===== config.mk =====
export PLATFORM = sky130hd
export DESIGN_NAME = fsel_ratio_gen
export DESIGN_NICKNAME = d
export VERILOG_FILES = /design/src/rtl/fsel_pkg.sv /design/src/rtl/fsel_decode.sv /design/src/rtl/fsel_div.sv /design/src/rtl/fsel_ratio_gen.sv
export SDC_FILE = /design/constraint.sdc
export NUM_CORES = 1
export LEC_CHECK = 0
export BUFFER_PORTS_ARGS = -buffer_cell sky130_fd_sc_hd__buf_2
export CORE_UTILIZATION = 40
export DETAILED_ROUTE_END_ITERATION = 16
export HOLD_SLACK_MARGIN = 0.03
export PLACE_DENSITY = 0.68
export SLEW_MARGIN = 25
export SYNTH_ARGS = -nofsm -noshare
export SYNTH_HDL_FRONTEND = slang
export SYNTH_SLANG_ARGS = --single-unit

===== constraint.sdc =====
create_clock -name clk_base -period 4.6 [get_ports clk_base]
set_clock_uncertainty 0.2 [all_clocks]
set_input_delay 0.69 -clock clk_base [delete_from_list [all_inputs] [get_ports clk_base]]
set_output_delay 0.69 -clock clk_base [all_outputs]
set_load 0.01 [all_outputs]

===== src/rtl/fsel_pkg.sv =====
package fsel_pkg;
    localparam int CODE_W = 5;
    localparam int NDIV   = 5;   // host, host/2, mid, pci, apic

    typedef enum logic {
        FAM_THIRDS   = 1'b0,
        FAM_QUARTERS = 1'b1
    } fam_e;

    // Two isolated quarter-family members: one inside the low range, and the whole upper run
    function automatic fam_e code_family(input logic [CODE_W-1:0] c);
        return (c == 5'h0A || c >= 5'h11) ? FAM_QUARTERS : FAM_THIRDS;
    endfunction
endpackage


===== src/rtl/fsel_decode.sv =====
module fsel_decode
    import fsel_pkg::*;
#(
    parameter int HOST_HALF = 2,
    parameter int DW        = 5,
    parameter int PW        = 5
) (
    input  logic [CODE_W-1:0] code,
    output fam_e              fam,
    output logic [DW-1:0]     half_mid,
    output logic [DW-1:0]     half_pci,
    output logic [DW-1:0]     half_apic,
    output logic [PW-1:0]     frame_last
);
    localparam int T_MID   = (3 * HOST_HALF) / 2;
    localparam int T_PCI   = 3 * HOST_HALF;
    localparam int T_APIC  = 6 * HOST_HALF;
    localparam int T_FRAME = 12 * HOST_HALF;
    localparam int Q_MID   = 2 * HOST_HALF;
    localparam int Q_PCI   = 4 * HOST_HALF;
    localparam int Q_APIC  = 8 * HOST_HALF;
    localparam int Q_FRAME = 16 * HOST_HALF;

    always_comb begin
        fam = code_family(code);
        if (fam == FAM_QUARTERS) begin
            half_mid   = DW'(Q_MID);
            half_pci   = DW'(Q_PCI);
            half_apic  = DW'(Q_APIC);
            frame_last = PW'(Q_FRAME - 1);
        end else begin
            half_mid   = DW'(T_MID);
            half_pci   = DW'(T_PCI);
            half_apic  = DW'(T_APIC);
            frame_last = PW'(T_FRAME - 1);
        end
    end
endmodule


===== src/rtl/fsel_div.sv =====
module fsel_div #(
    parameter int DW = 5
) (
    input  logic          clk,
    input  logic          rst_n,
    input  logic          run,
    input  logic          restart,
    input  logic [DW-1:0] half,
    output logic          clk_out
);
    typedef struct packed {
        logic [DW-1:0] cnt;
        logic          lvl;
    } div_t;

    div_t q, d;

    always_comb begin
        d = q;
        if (restart) begin
            d.cnt = '0;
            d.lvl = 1'b1;
        end else if (run) begin
            if (q.cnt == half - 1'b1) begin
                d.cnt = '0;
                d.lvl = ~q.lvl;
            end else begin
                d.cnt = q.cnt + 1'b1;
            end
        end
    end

    always_ff @(posedge clk or negedge rst_n) begin
        if (!rst_n) q <= '0;
        else        q <= d;
    end

    assign clk_out = q.lvl;
endmodule


===== src/rtl/fsel_ratio_gen.sv =====
module fsel_ratio_gen
    import fsel_pkg::*;
#(
    parameter int HOST_HALF = 2,
    parameter int USB_HALF  = 3
) (
    input  logic              clk_base,
    input  logic              rst_n,
    input  logic [4:0]        strap_fs,
    input  logic [7:2]        cfg_byte,
    input  logic              usb_sel,
    output logic              host_clk,
    output logic              host_div2_clk,
    output logic              mid_clk,
    output logic              pci_clk,
    output logic              apic_clk,
    output logic              usb_clk,
    output logic [4:0]        act_code,
    output logic              fam_quarters
);
    localparam int MAXH = (8 * HOST_HALF > 2 * USB_HALF) ? 8 * HOST_HALF : 2 * USB_HALF;
    localparam int DW   = $clog2(MAXH + 1);
    localparam int PW   = $clog2(16 * HOST_HALF);
    localparam int UPW  = $clog2(4 * USB_HALF);

    typedef struct packed {
        logic [CODE_W-1:0] strap;
        logic              vld;
        logic              live;
        logic [CODE_W-1:0] code;
        logic [PW-1:0]     phase;
        logic              usel;
        logic              ulive;
        logic [UPW-1:0]    uphase;
    } seq_t;

    seq_t q, d;

    fam_e          fam;
    logic [DW-1:0] half_mid, half_pci, half_apic;
    logic [PW-1:0] frame_last;
    logic [CODE_W-1:0] sel_code;
    logic          restart, urestart;
    logic [DW-1:0] div_half [NDIV];
    logic [NDIV-1:0] div_out;
    logic [DW-1:0] usb_half;

    fsel_decode #(.HOST_HALF(HOST_HALF), .DW(DW), .PW(PW)) u_dec (
        .code       (q.code),
        .fam        (fam),
        .half_mid   (half_mid),
        .half_pci   (half_pci),
        .half_apic  (half_apic),
        .frame_last (frame_last)
    );

    always_comb begin
        sel_code = cfg_byte[3] ? {cfg_byte[2], cfg_byte[7:4]} : q.strap;
        restart  = q.vld && (!q.live  || q.phase  == frame_last);
        urestart = q.vld && (!q.ulive || q.uphase == UPW'(4 * USB_HALF - 1));

        d = q;
        if (!q.vld) begin
            d.strap = strap_fs;
            d.vld   = 1'b1;
        end
        if (restart) begin
            d.code  = sel_code;
            d.phase = '0;
            d.live  = 1'b1;
        end else if (q.live) begin
            d.phase = q.phase + 1'b1;
        end
        if (urestart) begin
            d.usel   = usb_sel;
            d.uphase = '0;
            d.ulive  = 1'b1;
        end else if (q.ulive) begin
            d.uphase = q.uphase + 1'b1;
        end

        div_half[0] = DW'(HOST_HALF);
        div_half[1] = DW'(2 * HOST_HALF);
        div_half[2] = half_mid;
        div_half[3] = half_pci;
        div_half[4] = half_apic;
        usb_half    = q.usel ? DW'(2 * USB_HALF) : DW'(USB_HALF);
    end

    always_ff @(posedge clk_base or negedge rst_n) begin
        if (!rst_n) q <= '0;
        else        q <= d;
    end

    for (genvar g = 0; g < NDIV; g++) begin : g_div
        fsel_div #(.DW(DW)) u_div (
            .clk     (clk_base),
            .rst_n   (rst_n),
            .run     (q.live),
            .restart (restart),
            .half    (div_half[g]),
            .clk_out (div_out[g])
        );
    end

    fsel_div #(.DW(DW)) u_usb_div (
        .clk     (clk_base),
        .rst_n   (rst_n),
        .run     (q.ulive),
        .restart (urestart),
        .half    (usb_half),
        .clk_out (usb_clk)
    );

    assign host_clk      = div_out[0];
    assign host_div2_clk = div_out[1];
    assign mid_clk       = div_out[2];
    assign pci_clk       = div_out[3];
    assign apic_clk      = div_out[4];
    assign act_code      = q.code;
    assign fam_quarters  = (fam == FAM_QUARTERS);
endmodule


# After elaboration in Yosys (flattened, before gate mapping)
# Index checks and enable logic that the tools add are counted.
# W data, S select, Z words.
[classes]
magnitude_cmp = 1
n_reduce_logical = 21
bitwise_logic = 6
n_addsub = 12
eq_ne = 9
mux = 35
[ops]
columns = ["operator", "n"]
rows = [
  ["$mux W6", 12],
  ["$mux W5", 10],
  ["$add A5 B1 Y5 const B", 7],
  ["$eq A5 B5 Y1", 5],
  ["$mux W4", 4],
  ["$reduce_bool A2 Y1", 8],
  ["$reduce_and A2 Y1", 6],
  ["$sub A3 B1 Y4 const B", 2],
  ["$mux W1", 7],
  ["$mux W3", 2],
  ["$not A1 Y1", 6],
  ["$eq A5 B1 Y1 const B", 1],
  ["$eq A5 B2 Y1 const B", 1],
  ["$eq A5 B4 Y1 const B", 1],
  ["$ge A5 B5 Y1 const B", 1],
  ["$sub A4 B1 Y5 const B", 1],
  ["$sub A5 B1 Y5 const B", 1],
  ["$add A4 B1 Y4 const B", 1],
  ["$eq A4 B4 Y1 const B", 1],
  ["$logic_or A1 B1 Y1", 3],
  ["$logic_and A1 B1 Y1", 2],
  ["$logic_not A1 Y1", 2],
]
[totals]
elab_cells = 104
register_bits = 59
out_inout_bits = 12

# Longest topological paths before layout
# Gate-level depths: netlist (run 1).
[depth]
word_depth = 9
ltp_mapped = 7
ltp_nobuf = 6

# Hierarchy
# From an unflattened synthesis (run 1), not the netlist that was laid out.
[unflattened]
hier_cells = 453
area_unflattened_um2 = 4225.3
[by_module_without_submodules]
columns = ["mod", "cells_per_inst", "n_inst", "area_each_um2"]
rows = [
  ["fsel_div", 51, 6, 462.9],
  ["fsel_ratio_gen", 122, 1, 1261.2],
  ["fsel_decode", 25, 1, 186.4],
]

# Least setup slack after synthesis (run 1)
# No wires, ideal clock.
[synth_path]
path_type = "flip-flop to flip-flop"
startpoint = "reg q, in the netlist act_code[3]"
endpoint = "reg g_div[1].u_div.q[4] (netlist bit)"
t_arrival_ps = 1808
stages_incl_launch_ff = 7
n_path_buf = 1
path_slack_ps = 2512
setup_time_ps = 80
required_time_ps = 4320
cell_sequence = "dfrtp_1 -> o41ai_4 -> a211o_2 -> nand3_2 -> buf_6 -> or4_4 -> o211ai_2"
[synth_via]
elab_chain_len = 8
[synth_lines]
columns = ["element", "line", "source"]
rows = [
  ["start: declaration", "fsel_ratio_gen.sv:37", "seq_t q, d;"],
  ["start signal: assignment", "fsel_ratio_gen.sv:91", "if (!rst_n) q <= '0;"],
  ["start signal: assignment", "fsel_ratio_gen.sv:92", "else q <= d;"],
  ["$ge A5 B5 Y1 / $eq A5 B4 Y1 (equally long branches)", "fsel_pkg.sv:12", "return (c == 5'h0A || c >= 5'h11) ? FAM_QUARTERS : FAM_THIRDS;"],
  ["$logic_or A1 B1 Y1 *", "fsel_pkg.sv:12", ""],
  ["$mux W1 *", "fsel_pkg.sv:12", ""],
  ["$mux W4 *", "fsel_decode.sv:26", "if (fam == FAM_QUARTERS) begin"],
  ["$eq A5 B5 Y1 *", "fsel_ratio_gen.sv:59", "restart = q.vld && (!q.live || q.phase == frame_last);"],
  ["$logic_or A1 B1 Y1 *", "fsel_ratio_gen.sv:59", ""],
  ["$logic_and A1 B1 Y1 *", "fsel_ratio_gen.sv:59", ""],
  ["$mux W6 / $reduce_bool A2 Y1 (equally long branches)", "n/a", ""],
  ["end signal: assignment", "fsel_div.sv:34", "if (!rst_n) q <= '0;"],
  ["end signal: assignment", "fsel_div.sv:35", "else q <= d;"],
  ["end: declaration", "fsel_div.sv:16", "div_t q, d;"],
]
# Mark *: on every way between the ends. The rest lies on a longest branch, timed or not.
# A chain may end at the register's enable or synchronous reset.

# Final worst setup path (run 1)
[layout_path]
startpoint = "reg q, in the netlist act_code[3]"
endpoint = "reg g_div[4].u_div.q, in the netlist g_div[4].u_div.clk_out"
[layout_via]
elab_chain_len = 9
[layout_lines]
columns = ["element", "line"]
rows = [
  ["$ge A5 B5 Y1 / $eq A5 B4 Y1 (equally long branches)", "fsel_pkg.sv:12"],
  ["$logic_or A1 B1 Y1 *", "fsel_pkg.sv:12"],
  ["$mux W1 *", "fsel_pkg.sv:12"],
  ["branches (longest 6 deep; another with $sub A5 B1 Y5)", "n/a"],
  ["end signal: assignment", "fsel_div.sv:34"],
  ["end signal: assignment", "fsel_div.sv:35"],
  ["end: declaration", "fsel_div.sv:16"],
]
# Every way passes the cells marked *.

==> metrics.cfg, run 1 <==
[final_layout]
nets=338
n_antenna_cell=0
layoutNonFillerInstCount=419
drive_gt1_share_pct=18.13
syn_to_final_growth_pct=12.42
fin_util_pct=46.32

[synthesis]
synth-async-reset-ratio_pct=100.0
syn-mean-instance-area_um2=10.18
yosysWarningCount=0
syn_area_mm2=0.002973
yosys_register_bits=59
synth_cells=292
synth_seq_area_share_pct=49.66
synth-edff-count=0
synth_cell_types=53
syn-num-nets=315
synth_top_area_share_pct=49.66
yosysTopAreaCell=dfrtp_1
synth_ff_type=dfrtp_1
yosys-top-cells-area=dfrtp_1, nand2_1, ha_1

[routing]
drtIter0Drc=113
via_per_inst=5.224
ant_nets=0
routed_wl_um=5567
drt-pass1-iter-count=4
wl_per_cell_um=13.29
vias=2189
drc_errors=0

[cts]
cts.reportedPaths.clkPinSlew_ns=0.07
cts-root-buf=clkbuf_8
cts_hold_buffers=0
cts_max_level=3
post_cts_resized=0
cts-buffers-inserted=9
clock_path_buffers=2
postCtsSetupRepairBufs=0
clock_sinks=59
clk_latency_ns=0.34
cts_tree=done

[critical_path]
cp_num_buf_inv=0
reg2reg_from=act_code[3]$_DFFE_PN0N_
r2r_setup_slack_ns=1.86
crit_path_start_kind=flop
cp_data_required_time_ns=4.63
crit_chain=o41ai_4, a211o_2, nand3_1, o21bai_1, a22o_1
cpLargestDelayFamily=compound AO/OA/AOI/OAI gates
max_stage_delay_ns=0.67
arrival_ns=2.77
slowest_stage=nand3_1
reg2reg_to=g_div[4].u_div.clk_out$_DFFE_PN0P_
cp-end-kind=flop
path_class=flop to flop
worst-r2r-cell-count=5
worst-path-max-fanout=26

[global_route]
grt_util_met2_pct=26.71
use_met3_pct=5.224
grt_usage_pct=16.56
grt_max_degree=37
grt_pass1_vias=2191
met1_usage_pct=20.22
busiest_layer=met2
grt.overflow.total=0
antenna_found_initial=0
grt_pass1_wl_um=9763

[power_and_ir_drop]
powerDensity_mw_per_mm2=667.4
p_leak_nw=1.505
finalPower_mw=2.230
vdd_ir_drop_max_mv=0.2703

[floorplanning]
fp.dieArea_mm2=0.007781
num_rows=31
start_util_pct=41.21
io-pin-count=26
dieHeight_um=88.21
core_mm2=0.007214
die_x_um=88.21

[hold_path]
hold_class=input port to asynchronous set/reset pin

[sta]
maxSlewViolCount=0
setup_tns_ns=0
min_period_over_period_pct=59.64
period_minus_slack_ns=2.744
tightest_slew_ns=0.9871
fmax_ghz=0.3645
hold_violations=0
slew_headroom_pct=33.27
finalSetupViolCount=0
rsz0062_at_grt=no

[placement]
numPortBuffers=25
gp_congestion=0.7842
place_inst=403
hpwl_um=3911

[job]
maxCapViolations=0

[status]
status=finished, final reports clean

-- worst max path at each step --
| stage | startpoint | endpoint | slack, ns | depth (start not counted) |
|---|---|---|---|---|
| after floorplan | act_code[3]$_DFFE_PN0N_ | g_div[1].u_div.q[4]$_DFFE_PN0P_ | 2.51 | 6 |
| after global placement | act_code[3]$_DFFE_PN0N_ | g_div[4].u_div.clk_out$_DFFE_PN0P_ | 1.89 | 5 |
| after detailed placement | act_code[3]$_DFFE_PN0N_ | g_div[4].u_div.clk_out$_DFFE_PN0P_ | 1.85 | 5 |
| after CTS | act_code[3]$_DFFE_PN0N_ | g_div[4].u_div.clk_out$_DFFE_PN0P_ | 1.85 | 5 |
| after global routing | q[17]$_DFF_PN0_ | g_div[4].u_div.q[2]$_DFFE_PN0P_ | 1.68 | 5 |
| final | act_code[3]$_DFFE_PN0N_ | g_div[4].u_div.clk_out$_DFFE_PN0P_ | 1.86 | 5 |
-- cells in the mapped netlist, types with 2 or more instances --
master      n
clkbuf_1    7
o41ai_1     3
mux2_2      6
ha_1        9
o31a_1      2
nand3b_1    2
inv_1      13
o21ai_0    13
nand2b_1    2
xor2_1     12
a21oi_1     9
nor4b_1     3
buf_4       5
dfrtp_1    59
mux2i_1     8
nor2_1     30
o31ai_1     4
a22o_1      3
nand2_1    31
xnor2_1     7
nand4_1    12
nor3_1      2
nand3_1    11
o22ai_1     4
or3_1       3
nand4bb_1   2
a31oi_1     4
-- sequential cells by signal, summed over array words and instances (netlist names) --
name                 flops
g_div.u_div.q           25
q                       18
act_code                 5
g_div.u_div.clk_out      5
u_usb_div.q              5
u_usb_div.clk_out        1
-- cell families (layout without fill, tap and decap cells) --
family,count (synthesis),in the layout,share of synthesized area [%]
AO/OA/AOI/OAI,52,52,12.46
buffers and inverters,29,57,4.588
multiplexers,15,15,5.429
other,1,1,0.1261
flip-flops,59,59,49.66
adder cells (fa/ha/maj),9,9,3.788
AND/OR/NAND/NOR,108,108,18.35
XOR/XNOR,19,19,5.598
-- placed cells by master (no fill, tap or decap), drive strengths merged, types with 2 or more instances in the layout --
cell type and n:
nand3 12, nand4 12, o31ai 4, ha 9, a21oi 9, nand3b 2, clkbuf 12, nor3 2
nor4b 3, a31oi 4, a211o 2, o41ai 4, mux2 6, or3 3, nand2b 2, buf 27
mux2i 9, nor2 30, nand4bb 2, nand2 32, dfrtp 59, a22o 3, o21ai 13, clkinv 5
o31a 2, o22ai 4, xor2 12, inv 13, xnor2 7
-- power by group --
group          internal, mW  switching (mW)  leakage [nW]  total (mW)
registers             0.756           0.231         0.703       0.987
clock network         0.237           0.199         0.102       0.437
logic                 0.397           0.410         0.700       0.807
-- layer usage --
| layer | share of wire [%] | wire (um) |
|---|---|---|
| met1 | 48 | 2646 |
| met4 | 2.2 | 120 |
| met3 | 4.1 | 228 |
| met5 | 0 | 0 |
| met2 | 46 | 2571 |
-- area by class of cell --
type                       instances  area, um2
inverter                          14      52.55
clock buffer                      12      165.2
fill                             711       3872
sequential                        59       1476
clock inverter                     4      23.77
timing repair buffer              27      140.1
tap                               99      123.9
multi-input combinational        204       1360
-- metrics by stage --
step                hold WS, ns  setup WS, ns  area, um2
finish                   0.1276         1.856       3342
global placement         0.2701         1.886       3153
CTS                      0.1330         1.849       3342
detailed placement       0.2855         1.851       3153
floorplan                0.1944         2.512       2973
global route             0.1452         1.683       3342
(Power assumes the default switching activity.)
==> run 2: changes to the inputs <==
clock period = 2.6 ns   (was 4.6 ns; I/O delays follow)
==> run 2 against run 1 <==
Net effect: sequential power up 77%; non-clock buffer count up 7; first-iteration DRC count increased by 35%; register-to-register slack got worse by 1.6 ns; sequential cell count unchanged; clock power up 61%; core utilization increased by 0.54 points; largest power group unchanged.
==> metrics.cfg, run 2 (same netlist as run 1, synthesis figures left out) <==
[placement]
hpwl_um=3871
gp_congestion=0.7936
place_inst=409
numPortBuffers=25
place_area_mm2=0.003211
dp_slack_ns=0.2789

[cts]
cts-root-buf=clkbuf_8
cts.reportedPaths.clkPinSlew_ns=0.07
clock_path_buffers=2
cts-buffers-inserted=9
cts_max_level=3
post_cts_resized=0
clk_latency_ns=0.33
cts_tree=done
clock_sinks=59

[critical_path]
cp_data_required_time_ns=2.65
crit_chain=ha_1, nand4_1, a211o_2, nand3_1, buf_4, nor2_1, a21oi_1
cp-end-kind=flop
crit_path_start_kind=flop
arrival_ns=2.39
path_class=flop to flop
cpLargestDelayFamily=simple AND/OR/NAND/NOR gates
slowest_stage=a211o_2
max_stage_delay_ns=0.42
cp_num_buf_inv=1
worst-path-max-fanout=17

[power_and_ir_drop]
vdd_ir_drop_max_mv=0.4973
combPwrFrac_pct=37.3
intPower_mw=2.397
switching_share_pct=38.68
p_sw_mw=1.512
power_frac_clock_pct=18.0
pwr-share-seq_pct=44.7
finalPower_mw=3.910
powerDensity_mw_per_mm2=1157
p_leak_nw=1.527

[sta]
hold_violations=0
tightest_slew_ns=0.6003
setup_tns_ns=0
period_minus_slack_ns=2.337
maxSlewViolCount=0
finalSetupViolCount=0
slew_headroom_pct=59.98
rsz0062_at_grt=no
fmax_ghz=0.4279
min_period_over_period_pct=89.89
finalWorstSetupSlack_ns=0.2629

[global_route]
grt_max_degree=35
grt_pass1_wl_um=9846
grt.overflow.total=0
antenna_found_initial=0
grt_usage_pct=16.57
grt_pass1_vias=2163

[floorplanning]
core_mm2=0.007214
start_util_pct=41.21
num_rows=31
io-pin-count=26
fp.dieArea_mm2=0.007781
dieHeight_um=88.21
die_x_um=88.21

[final_layout]
layoutNonFillerInstCount=426
syn_to_final_growth_pct=13.72
fin_area_mm2=0.003381
largest-register=g_div.u_div.q
top_regs=g_div.u_div.q (25), q (18)
fillers=687
largest_reg_flops=25
drive_gt1_share_pct=19.27
n_antenna_cell=0
final_common_cell=dfrtp_1
nets=345
final_cell_mix=dfrtp_1, nand2_1, nor2_1

[routing]
via_per_inst=5.160
drtIter0Drc=152
drc_errors=0
drt-pass1-iter-count=4
routed_wl_um=5673
vias=2198
wl_per_cell_um=13.32
ant_nets=0

[hold_path]
hold_class=input port to flop

[job]
maxCapViolations=0

[status]
status=finished, final reports clean

-- run 2: per-layer routing --
layer  up-vias  wire (um)  part of all wire [%]  global-route usage (%)
met5         -          0                     0                       0
met4         0         88                   1.6                   7.771
met3         9        217                   3.8                   3.451
met2        56       2611                    46                   25.87
met1      1036       2755                    49                   22.18
li1       1097          -                     -                       -
-- run 2: power by group through the flow --
stage          registers (mW)  logic (mW)  clock network [mW]
6_report                 1.75        1.46               0.705
5_1_grt                  1.82        1.67               0.757
4_1_cts                  1.74        1.47               0.721
3_5_place_dp             1.76        1.46                   0
3_3_place_gp             1.74        1.43                   0
2_1_floorplan            1.69        1.16                   0
-- run 2: final timing paths --
| check | start | end | slack, ns | cells past startpoint |
|---|---|---|---|---|
| worst max-delay path | q[6]$_DFFE_PN0P_ | act_code[1]$_DFFE_PN0N_ | 0.26 | 7 |
| worst min-delay path | strap_fs[1] | q[19]$_DFFE_PN0N_ | 0.09 | 2 |
| worst max register to register | q[6]$_DFFE_PN0P_ | act_code[1]$_DFFE_PN0N_ | 0.26 | 7 |
| worst min register to register | g_div[1].u_div.clk_out$_DFFE_PN0P_ | g_div[1].u_div.clk_out$_DFFE_PN0P_ | 0.29 | 1 |
| max in group asynchronous | rst_n | q[2]$_DFFE_PN0P_ | 1.20 | 3 |
| min in group asynchronous | rst_n | g_div[1].u_div.q[1]$_DFFE_PN0P_ | 0.40 | 2 |
-- run 2: per-stage QoR --
step	utilization, %	hold slack [ns]
floorplan	-	-0.1056
global placement	44.50	0.2366
detailed placement	44.50	0.2408
CTS	46.86	0.07530
global route	46.86	0.06771
finish	46.86	0.09016
-- run 2: layout make-up --
type	count	area (um2)	share of cell area [%]
timing repair buffer	34	207.7	6.144
multi-input combinational	204	1360	40.23
clock inverter	6	32.53	0.9623
inverter	14	52.55	1.554
clock buffer	10	127.6	3.775
sequential	59	1476	43.67
tap	99	123.9	3.664
-- run 2: timing repair --
item,CTS,global route
buffers inserted,0,0
hold endpoints to repair,25,0
hold buffers,1,0
==> run 3: changes to the inputs <==
ABC_AREA = 1   (was not set)
==> run 3 against run 2 <==
Net effect: core utilization is 0.19 points higher; final area is 0.41% higher; wire length is 2.2% lower; critical path depth is 3 higher; hold slack worse by 0.034 ns; synthesized area stayed put; first-iteration DRC count is 42% lower; clock power is 43% higher; non-clock buffer count is 6 lower; power is 7.6% higher; largest cell class unchanged.
==> metrics.cfg, run 3 <==
[status]
status=finished, final reports clean

[cts]
postCtsSetupRepairBufs=0
post_cts_resized=0
cts.reportedPaths.clkPinSlew_ns=0.07
cts_max_level=3
clock_sinks=59
cts-root-buf=clkbuf_8
clk_latency_ns=0.34
cts-buffers-inserted=9
cts_tree=done
clock_path_buffers=2
cts_hold_buffers=1

[critical_path]
path_class=flop to flop
slowest_stage=dfrtp_1
worst-path-max-fanout=27
cp-end-kind=flop
crit_chain=nor2_4, nand3_2, nand2_4, nand2_2, nand3_2, nand2_2, nand2_4, o21ai_0, nand2_1, nand2_1
cp_data_required_time_ns=2.63
arrival_ns=1.98
max_stage_delay_ns=0.42
worst-r2r-cell-count=10
crit_path_start_kind=flop
r2r_setup_slack_ns=0.64

[routing]
vias=2284
via_per_inst=4.768
drt-pass1-iter-count=4
routed_wl_um=5550
wl_per_cell_um=11.59
drtIter0Drc=88
drc_errors=0
ant_nets=0

[final_layout]
final_cell_mix=nand2_1, dfrtp_1, nor2_1
layoutNonFillerInstCount=479
top_regs=g_div.u_div.q (25), q (18)
final_common_cell=nand2_1
largest_reg_flops=25
drive_gt1_share_pct=14.47
largest-register=g_div.u_div.q
syn_to_final_growth_pct=14.18
nets=398
fin_area_mm2=0.003395
n_antenna_cell=0

[synthesis]
yosysMostFrequentCell=nand2_1
synth_cell_types=28
synth-async-reset-ratio_pct=100.0
synth_common_cells=nand2_1, dfrtp_1, nor2_1
yosysWarningCount=0
synth_compound_area_share_pct=6.355
synth_seq_area_share_pct=49.66
yosys_register_bits=59
synth_top_family_by_area=simple AND/OR/NAND/NOR gates
yosysTopAreaCell=dfrtp_1
synthMuxAreaShare_pct=0
synth-edff-count=0
yosys-top-cells-area=dfrtp_1, nand2_1, nor2_1
synthXorXnorAreaFrac_pct=7.071
synth_top_area_share_pct=49.66
syn_area_mm2=0.002973
syn-mean-instance-area_um2=8.518
synthAdderAreaFrac_pct=3.788
synth_ff_type=dfrtp_1
syn-num-nets=372
synth-simple-area-share_pct=26.05
synth_cells=349

[global_route]
grt_pass1_vias=2223
antenna_found_initial=0
grt_max_degree=60
grt_pass1_wl_um=9991
use_met3_pct=5.037
busiest_layer=met2
met1_usage_pct=21.10
grt_usage_pct=16.76
grt_util_met2_pct=26.78
grt.overflow.total=0

[hold_path]
min_path_cells=3
hold_class=input port to flop

[power_and_ir_drop]
powerDensity_mw_per_mm2=1239
p_leak_nw=1.690
vdd_ir_drop_max_mv=0.4751

[sta]
slew_headroom_pct=50.60
min_period_over_period_pct=75.28
rsz0062_at_grt=no
fmax_ghz=0.5109
hold_violations=0
tightest_slew_ns=0.7409
period_minus_slack_ns=1.957
setup_tns_ns=0
finalSetupViolCount=0
maxSlewViolCount=0

[placement]
hpwl_um=3793
gp_congestion=0.7814
place_inst=462
numPortBuffers=25
place_area_mm2=0.003143

[floorplanning]
num_rows=31
io-pin-count=26
die_x_um=88.21
start_util_pct=41.21
dieHeight_um=88.21
core_mm2=0.007214
fp.dieArea_mm2=0.007781

[job]
maxCapViolations=0

## run 3: where the power goes
part | leakage, nW | switching [mW] | total [mW] | internal, mW
clock network | 0.123 | 0.354 | 1.01 | 0.660
registers | 0.714 | 0.348 | 1.67 | 1.32
logic | 0.853 | 0.855 | 1.52 | 0.667
total | 1.69 | 1.56 | 4.21 | 2.65
## run 3: path summary, 6_finish.rpt
kind	from	to
max in group asynchronous	rst_n	q[6]$_DFFE_PN0P_
max	act_code[2]$_DFFE_PN0N_	g_div[3].u_div.clk_out$_DFFE_PN0P_
min	usb_sel	q[5]$_DFFE_PN0P_
min in group asynchronous	rst_n	g_div[4].u_div.clk_out$_DFFE_PN0P_
max reg2reg	act_code[2]$_DFFE_PN0N_	g_div[3].u_div.clk_out$_DFFE_PN0P_
min reg2reg	q[3]$_DFFE_PN0P_	q[3]$_DFFE_PN0P_
## run 3: cell type report
type	count	area, um2
fillers	695	3820
flip-flops and latches	59	1476
multi-input cells	247	1290
repair buffers	28	150.1
clock buffers	11	141.4
well taps	99	123.9
inverters	30	112.6
clock inverters	5	100.1
## run 3: logic make-up (layout without fill, tap and decap cells)
logic type	count (synthesis)	count (layout)
adders and majority gates	9	9
other	1	1
and+or+nand+nor	179	179
AOI/OAI and AO/OA	34	34
buffers and inverters	43	74
xor gates and xnor gates	24	24
DFF	59	59
## run 3: layer usage
metal	routed length, um	vias up
met5	0	-
met2	2604	45
met4	82	0
met1	2632	1076
met3	231	7
li1	-	1156
## run 3: critical path: cells and delay by family (launching register included)
kind            cells  cell delay [ns]
compound gates      1             0.24
simple gates        9             0.98
flops               1             0.42
## run 3: through the flow
stage | hold slack [ns] | util (%) | worst slack [ns] | total power, mW
global placement | 0.2527 | 43.57 | 0.7463 | 3.164
detailed placement | 0.2624 | 43.57 | 0.6585 | 3.210
finish | 0.05566 | 47.05 | 0.6428 | 4.207
CTS | 0.04296 | 47.05 | 0.6560 | 4.252
global route | 0.05607 | 47.05 | 0.5056 | 4.588
floorplan | -0.1056 | - | 0.9831 | 2.850
